`src/rtl/tdm_route_pkg.sv`:
```
package tdm_route_pkg;
    localparam int DEF_NCH       = 5;
    localparam int DEF_SLOT_BITS = 8;
    localparam int DEF_DEPTH     = 64;
    localparam int DEF_MAX_RUN   = 64;

    typedef enum logic {
        DIR_RX = 1'b0,
        DIR_TX = 1'b1
    } route_dir_e;
endpackage

```
`src/rtl/tdm_route_table.sv`:
```
module tdm_route_table #(
    parameter int DEPTH = 64,
    parameter int CNT_W = 7,
    parameter int DST_W = 3,
    localparam int IDX_W = $clog2(DEPTH),
    localparam int LEN_W = IDX_W + 1
) (
    input  logic             clk,
    input  logic             rst_n,
    input  logic             wr_en,
    input  logic [IDX_W-1:0] wr_idx,
    input  logic [CNT_W-1:0] wr_cnt,
    input  logic [DST_W-1:0] wr_dst,
    input  logic             wr_last,
    input  logic             swap,
    input  logic [IDX_W-1:0] rd_cur,
    input  logic [IDX_W-1:0] rd_nxt,
    output logic [DST_W-1:0] cur_dst,
    output logic [CNT_W-1:0] nxt_cnt,
    output logic [CNT_W-1:0] head_cnt,
    output logic [LEN_W-1:0] act_len,
    output logic [LEN_W-1:0] shd_len
);
    logic [CNT_W-1:0] shd_cnt_q [DEPTH];
    logic [DST_W-1:0] shd_dst_q [DEPTH];
    logic [CNT_W-1:0] act_cnt_q [DEPTH];
    logic [DST_W-1:0] act_dst_q [DEPTH];
    logic [LEN_W-1:0] shd_len_q, act_len_q;

    // Shadow copy takes host writes; active copy follows it only on swap.
    always_ff @(posedge clk or negedge rst_n) begin
        if (!rst_n) begin
            for (int i = 0; i < DEPTH; i++) begin
                shd_cnt_q[i] <= '0;
                shd_dst_q[i] <= '0;
                act_cnt_q[i] <= '0;
                act_dst_q[i] <= '0;
            end
            shd_len_q <= '0;
            act_len_q <= '0;
        end else begin
            if (swap) begin
                act_cnt_q <= shd_cnt_q;
                act_dst_q <= shd_dst_q;
                act_len_q <= shd_len_q;
            end
            if (wr_en) begin
                shd_cnt_q[wr_idx] <= wr_cnt;
                shd_dst_q[wr_idx] <= wr_dst;
                if (wr_last)
                    shd_len_q <= {1'b0, wr_idx} + LEN_W'(1);
            end
        end
    end

    assign cur_dst  = act_dst_q[rd_cur];
    assign nxt_cnt  = act_cnt_q[rd_nxt];
    assign head_cnt = shd_cnt_q[0];
    assign act_len  = act_len_q;
    assign shd_len  = shd_len_q;
endmodule

```
`src/rtl/tdm_run_walker.sv`:
```
module tdm_run_walker #(
    parameter int DEPTH = 64,
    parameter int CNT_W = 7,
    parameter int DST_W = 3,
    localparam int IDX_W = $clog2(DEPTH),
    localparam int LEN_W = IDX_W + 1
) (
    input  logic             clk,
    input  logic             rst_n,
    input  logic             sync,
    input  logic             slot_end,
    input  logic [DST_W-1:0] cur_dst,
    input  logic [CNT_W-1:0] nxt_cnt,
    input  logic [CNT_W-1:0] head_cnt,
    input  logic [LEN_W-1:0] act_len,
    input  logic [LEN_W-1:0] shd_len,
    output logic [IDX_W-1:0] rd_cur,
    output logic [IDX_W-1:0] rd_nxt,
    output logic [DST_W-1:0] slot_dst
);
    typedef struct packed {
        logic [IDX_W-1:0] idx;
        logic [CNT_W-1:0] rem;
        logic             done;
    } walk_t;

    walk_t w_q, w_d;
    logic [LEN_W-1:0] idx_next;

    assign idx_next = {1'b0, w_q.idx} + LEN_W'(1);

    always_comb begin
        w_d = w_q;
        if (sync) begin
            // Shadow becomes active on this edge, so seed from the shadow head.
            w_d.idx  = '0;
            w_d.rem  = head_cnt;
            w_d.done = (shd_len == '0);
        end else if (slot_end && !w_q.done) begin
            if (w_q.rem <= CNT_W'(1)) begin
                if (idx_next >= act_len) begin
                    w_d.done = 1'b1;
                end else begin
                    w_d.idx = idx_next[IDX_W-1:0];
                    w_d.rem = nxt_cnt;
                end
            end else begin
                w_d.rem = w_q.rem - CNT_W'(1);
            end
        end
    end

    always_ff @(posedge clk or negedge rst_n) begin
        if (!rst_n) begin
            w_q <= '{idx: '0, rem: '0, done: 1'b1};
        end else begin
            w_q <= w_d;
        end
    end

    assign rd_cur   = w_q.idx;
    assign rd_nxt   = idx_next[IDX_W-1:0];
    assign slot_dst = w_q.done ? '0 : cur_dst;
endmodule

```
`src/rtl/tdm_slot_router.sv`:
```
module tdm_slot_router
    import tdm_route_pkg::*;
#(
    parameter int NCH       = DEF_NCH,
    parameter int SLOT_BITS = DEF_SLOT_BITS,
    parameter int DEPTH     = DEF_DEPTH,
    parameter int MAX_RUN   = DEF_MAX_RUN,
    localparam int IDX_W = $clog2(DEPTH),
    localparam int CNT_W = $clog2(MAX_RUN + 1),
    localparam int DST_W = $clog2(NCH + 1),
    localparam int BIT_W = $clog2(SLOT_BITS),
    localparam int LEN_W = IDX_W + 1
) (
    input  logic                     clk,
    input  logic                     rst_n,
    input  logic                     frm_sync,
    input  logic                     bit_en,
    input  logic                     rx_bit,
    output logic [SLOT_BITS-1:0]     rx_byte,
    output logic [NCH-1:0]           rx_vld,
    input  logic [NCH*SLOT_BITS-1:0] tx_data,
    output logic [NCH-1:0]           tx_req,
    output logic                     tx_bit,
    input  logic                     cfg_we,
    input  logic                     cfg_tx,
    input  logic [IDX_W-1:0]         cfg_idx,
    input  logic [CNT_W-1:0]         cfg_cnt,
    input  logic [DST_W-1:0]         cfg_dst,
    input  logic                     cfg_last
);
    typedef struct packed {
        logic [BIT_W-1:0]     bitpos;
        logic [SLOT_BITS-1:0] sr;
        logic [SLOT_BITS-1:0] rx_byte;
        logic [NCH-1:0]       rx_vld;
    } rtr_t;

    rtr_t st_q, st_d;

    logic bit_live, slot_end, first_bit, cfg_ok;
    logic [1:0]       tbl_we;
    logic [DST_W-1:0] dst_w [2];
    logic [DST_W-1:0] rx_dst, tx_dst;
    logic [SLOT_BITS-1:0] tx_sel, tx_sh;

    assign bit_live  = bit_en && !frm_sync;
    assign first_bit = bit_live && (st_q.bitpos == '0);
    assign slot_end  = bit_live && (st_q.bitpos == BIT_W'(SLOT_BITS - 1));
    assign cfg_ok    = (cfg_cnt != '0) && (cfg_cnt <= CNT_W'(MAX_RUN))
                    && (cfg_dst <= DST_W'(NCH));
    assign tbl_we[DIR_RX] = cfg_we && cfg_ok && (cfg_tx == DIR_TX ? 1'b0 : 1'b1);
    assign tbl_we[DIR_TX] = cfg_we && cfg_ok && (cfg_tx == DIR_TX);

    for (genvar g = 0; g < 2; g++) begin : g_dir
        logic [IDX_W-1:0] rd_cur, rd_nxt;
        logic [DST_W-1:0] cur_dst;
        logic [CNT_W-1:0] nxt_cnt, head_cnt;
        logic [LEN_W-1:0] act_len, shd_len;

        tdm_route_table #(.DEPTH(DEPTH), .CNT_W(CNT_W), .DST_W(DST_W)) u_table (
            .clk(clk), .rst_n(rst_n),
            .wr_en(tbl_we[g]), .wr_idx(cfg_idx), .wr_cnt(cfg_cnt),
            .wr_dst(cfg_dst), .wr_last(cfg_last),
            .swap(frm_sync), .rd_cur(rd_cur), .rd_nxt(rd_nxt),
            .cur_dst(cur_dst), .nxt_cnt(nxt_cnt), .head_cnt(head_cnt),
            .act_len(act_len), .shd_len(shd_len)
        );

        tdm_run_walker #(.DEPTH(DEPTH), .CNT_W(CNT_W), .DST_W(DST_W)) u_walk (
            .clk(clk), .rst_n(rst_n),
            .sync(frm_sync), .slot_end(slot_end),
            .cur_dst(cur_dst), .nxt_cnt(nxt_cnt), .head_cnt(head_cnt),
            .act_len(act_len), .shd_len(shd_len),
            .rd_cur(rd_cur), .rd_nxt(rd_nxt), .slot_dst(dst_w[g])
        );
    end

    assign rx_dst = dst_w[DIR_RX];
    assign tx_dst = dst_w[DIR_TX];

    // Receive: bit counter, shift register, per-channel byte hand-off.
    always_comb begin
        st_d        = st_q;
        st_d.rx_vld = '0;
        if (frm_sync) begin
            st_d.bitpos = '0;
        end else if (bit_en) begin
            st_d.sr     = {st_q.sr[SLOT_BITS-2:0], rx_bit};
            st_d.bitpos = slot_end ? '0 : st_q.bitpos + BIT_W'(1);
            if (slot_end) begin
                st_d.rx_byte = {st_q.sr[SLOT_BITS-2:0], rx_bit};
                for (int k = 0; k < NCH; k++)
                    st_d.rx_vld[k] = (rx_dst == DST_W'(k + 1));
            end
        end
    end

    always_ff @(posedge clk or negedge rst_n) begin
        if (!rst_n) begin
            st_q <= '0;
        end else begin
            st_q <= st_d;
        end
    end

    assign rx_byte = st_q.rx_byte;
    assign rx_vld  = st_q.rx_vld;

    // Transmit: owner's byte, MSB first; unowned slots idle at all ones.
    always_comb begin
        tx_sel = '1;
        tx_req = '0;
        for (int k = 0; k < NCH; k++) begin
            if (tx_dst == DST_W'(k + 1)) begin
                tx_sel    = tx_data[k*SLOT_BITS +: SLOT_BITS];
                tx_req[k] = first_bit;
            end
        end
    end

    assign tx_sh  = tx_sel << st_q.bitpos;
    assign tx_bit = tx_sh[SLOT_BITS-1];
endmodule

```
`config.mk`:
```
export PLATFORM = sky130hd
export DESIGN_NAME = tdm_slot_router
export DESIGN_NICKNAME = d
export VERILOG_FILES = /design/src/rtl/tdm_route_pkg.sv /design/src/rtl/tdm_route_table.sv /design/src/rtl/tdm_run_walker.sv /design/src/rtl/tdm_slot_router.sv
export SDC_FILE = /design/constraint.sdc
export NUM_CORES = 2
export LEC_CHECK = 0
export BUFFER_PORTS_ARGS = -buffer_cell sky130_fd_sc_hd__buf_2
export CORE_ASPECT_RATIO = 1.25
export CORE_MARGIN = 3
export CORE_UTILIZATION = 45
export DETAILED_ROUTE_END_ITERATION = 10
export PLACE_DENSITY = 0.64
export SETUP_SLACK_MARGIN = 0.15
export SLEW_MARGIN = 30
export SYNTH_ARGS = -nofsm -noshare
export SYNTH_HDL_FRONTEND = slang
export SYNTH_SLANG_ARGS = --single-unit
```
`constraint.sdc`:
```
create_clock -name clk -period 4.6 [get_ports clk]
set_input_delay 0.23 -clock clk [delete_from_list [all_inputs] [get_ports clk]]
set_output_delay 0.23 -clock clk [all_outputs]
set_load 0.05 [all_outputs]
```
==> impl_metrics.yaml <==
run_status:
  status: "finished clean"
global_routing:
  met3_usage_pct: 3.15
  grt_pass1_vias: 66050
  grt_pass1_wl_mm: 428
  met1_usage_pct: 29.4
  met2_usage_pct: 37.6
  track_usage_pct: 22.2
  antenna_found_initial: 12
  grt_overflow: 0
  grt_busiest_layer: "met2"
  grt_max_degree: 148
final_layout:
  seq_area_sq_um: 66100
  multiInputGateArea_sq_um: 42200
  layout-drive-gt1-share_pct: 49.1
  stdcell_area_sq_um: 125000
  final_nets: 7436
  syn2layout_area_growth_pct: 13.5
  fillers: 20157
setup_path:
  cp-startpoint: "g_dir[1].u_walk.rd_cur[0]"
  cp_data_arrival_time_ns: 4.19
  crit_path_start_kind: "flip-flop"
  r2r-start: "g_dir[1].u_walk.rd_cur[0]"
  cp.required_ns: 4.37
  criticalPathCategory: "flip-flop to output port"
  r2r_slack_ns: 0.61
  reg2reg_depth: 13
  crit_fanout: 8
  regToRegEndpoint: "g_dir[1].u_walk.w_q[6]"
  worstSetupEndpointType: "output port"
  crit_path_end: "tx_bit"
clocking:
  path_clk_slew_ns: 0.06
  cts-root-buf: "clkbuf_16"
  clock_latency_ns: 0.85
  numCtsBuffers: 275
  cts_tree: "built"
  htree_levels: 5
  clockBufferDepth: 4
  cts.sinks: 2639
drt:
  drc: 0
  vias: 61529
  wl_per_cell_um: 25.9
  ant_nets: 0
  drtIter0Drc: 4012
  dr.pass1.iters: 5
  finalWirelength_mm: 280
  vias_per_cell: 5.69
placed_design:
  placedInstanceArea_sq_um: 115000
  dpl.hpwl_mm: 176
  place_ws_ns: 0.477
  gp_congestion: 0.910
  portBuffers: 82
timing:
  drv_slew: 0
  rsz0062_at_grt: "true"
  finalClockSkew_ns: 0.0577
  tns_ns: 0
  relSlewSlack_pct: 26.5
  fin_crit_ns: 4.42
  hold_violations: 0
  setup_viol: 0
  max_slew.worst_pin.slew_ns: 1.10
  max_freq_ghz: 0.226
  worst_slack_ns: 0.183
  period_share_pct: 96.0
logic_synthesis:
  synthCells: 7160
  synthesis.nets: 7248
  synthDominantCellAreaShare_pct: 59.9
  async_flop_share_pct: 100
  synth-edff-count: 0
  netlist_area_sq_um: 110000
  synth_ff_type: "dfrtp_1"
  synth_most_common_cell: "dfrtp_1"
  yosysWarnings: 0
  avgSynthCellArea_sq_um: 15.4
  synth_top_area_cell: "dfrtp_1"
  synth_common_cells: "2637 x dfrtp_1, 2577 x mux2_2, 391 x clkbuf_1"
  ys_ff_latch: 2639
  synth.distinct_cells: 70
  ys_seq_area_share_pct: 59.9
  synth_area_leaders: "dfrtp_1 60%, mux2_2 26%, mux4_2 5.8%"
floorplan:
  core-area_sq_um: 243000
  die_w_um: 449
  rows: 202
  die_area_sq_um: 251000
  die_h_um: 559
  io_pins: 83
  start_util_pct: 45.4
power:
  intPower_w: 0.0387
  ir_drop_mv: 0.307
  p_seq_share_pct: 49.6
  power_frac_clock_pct: 44.3
  p_sw_w: 0.0114
  power_w: 0.0500
  power_density_nw_per_um2: 400
  comb_power_share_pct: 6.0
  p_leak_nw: 60.8
  switching_share_pct: 22.7
run:
  cap_viol_max_count: 0
hold_path:
  hold_class: "input pin to flip-flop"
[sequential cells by signal, indices dropped and copies added (netlist names)]
signal                   flops
rx_vld                       5
g_dir.u_table.act_len       14
g_dir.u_table.shd_cnt_q    882
rx_byte                      8
g_dir.u_table.shd_len       14
g_dir.u_table.shd_dst_q    384
g_dir.u_table.act_dst_q    384
g_dir.u_walk.rd_cur         12
g_dir.u_table.head_cnt      14
g_dir.u_table.act_cnt_q    896
g_dir.u_walk.w_q            16
st_q                        10
[layout by cell type, fill, tap and decap left out, drive strengths merged, types with 7 or more instances in the layout]
cell type,n
a21o,13
a21oi,43
a22oi,16
a311oi,42
a31oi,17
and3,47
buf,370
bufinv,14
clkbuf,399
clkinv,42
dfrtp,2637
dlygate4sd3,18
ha,24
inv,63
mux2,2577
mux2i,92
mux4,282
nand2,383
nand2b,13
nand3,75
nor2,108
nor2b,13
nor3,15
nor3b,9
nor4,7
o21ai,68
o221ai,27
o22ai,17
o31ai,7
xnor2,12
xor2,7
[repair_timing]
item | in CTS | in global routing
hold buffers | 19 | 0
setup buffers | 22 | 3
gates resized for setup | 22 | 13
pin swaps | 9 | 6
hold endpoints to repair | 1606 | 0
endpoints found under the setup margin | 4 | 1
gates cloned | 1 | 0
[power by group through the flow]
stage	sequential, W	combinational, W	clock, W
6_report	0.0248	0.00302	0.0222
5_1_grt	0.0249	0.00332	0.0236
4_1_cts	0.0248	0.00307	0.0227
3_5_place_dp	0.0253	0.00302	0
3_3_place_gp	0.0252	0.00293	0
2_1_floorplan	0.0250	0.00187	0
[stage by stage]
step           instances  hold WS, ns  util, %
3_5_place_dp       10290        0.156     47.5
5_1_grt            10807        0.103     51.5
4_1_cts            10800       0.0427     51.4
2_1_floorplan       7160      -0.0656        -
3_3_place_gp       10289        0.307     47.5
6_report           10808       0.0737     51.5
[logic make-up (layout without fill, tap and decap cells)]
kind of cell	count (synthesis)	after routing	share of synthesized area, %
flops	2639	2639	59.9
fa+ha+maj	24	24	0.273
other cells	0	5	0
buf+inv	533	912	2.00
compound gates	293	293	1.85
simple gates	701	701	2.83
mux	2951	2951	32.9
xor+xnor	19	19	0.151
[worst min path at each step]
stage,from,end,cells after the start
after floorplan,rst_n,g_dir[0].u_table.act_cnt_q[0],0
after global placement,rst_n,g_dir[0].u_table.act_cnt_q[442],1
after detailed placement,rst_n,g_dir[0].u_table.act_cnt_q[428],1
after CTS,cfg_idx[5],g_dir[1].u_table.shd_len[5],3
after global routing,cfg_idx[5],g_dir[1].u_table.shd_len[5],3
final,cfg_idx[5],g_dir[1].u_table.shd_len[5],3
[layout make-up]
type | instances | area share (%)
flip-flops and latches | 2639 | 52.8
inverters | 54 | 0.162
clock inverters | 70 | 0.652
repair buffers | 390 | 2.85
diodes | 5 | 0.0100
multi-input cells | 3988 | 33.7
clock buffers | 398 | 6.49
well taps | 3264 | 3.27
[layer usage]
metal | vias up | part of all wire, %
met3 | 474 | 4.1
met2 | 1212 | 50
met4 | 0 | 3.6
met5 | - | 0
met1 | 33546 | 43
li1 | 26297 | -
[worst max-delay path: stages, from the launching register on]
cell and delay [ns]:
dfrtp_4 0.56, buf_12 0.16, buf_12 0.12, mux4_2 0.42, a22o_1 0.21, a31o_1 0.20, a31o_4 0.24, a21o_4 0.22
nor3_4 0.13, buf_6 0.15, a2111oi_4 0.07, a221o_1 0.39, a211oi_2 0.15, o211ai_1 0.12, buf_4 0.20
(Power assumes the default switching activity.)
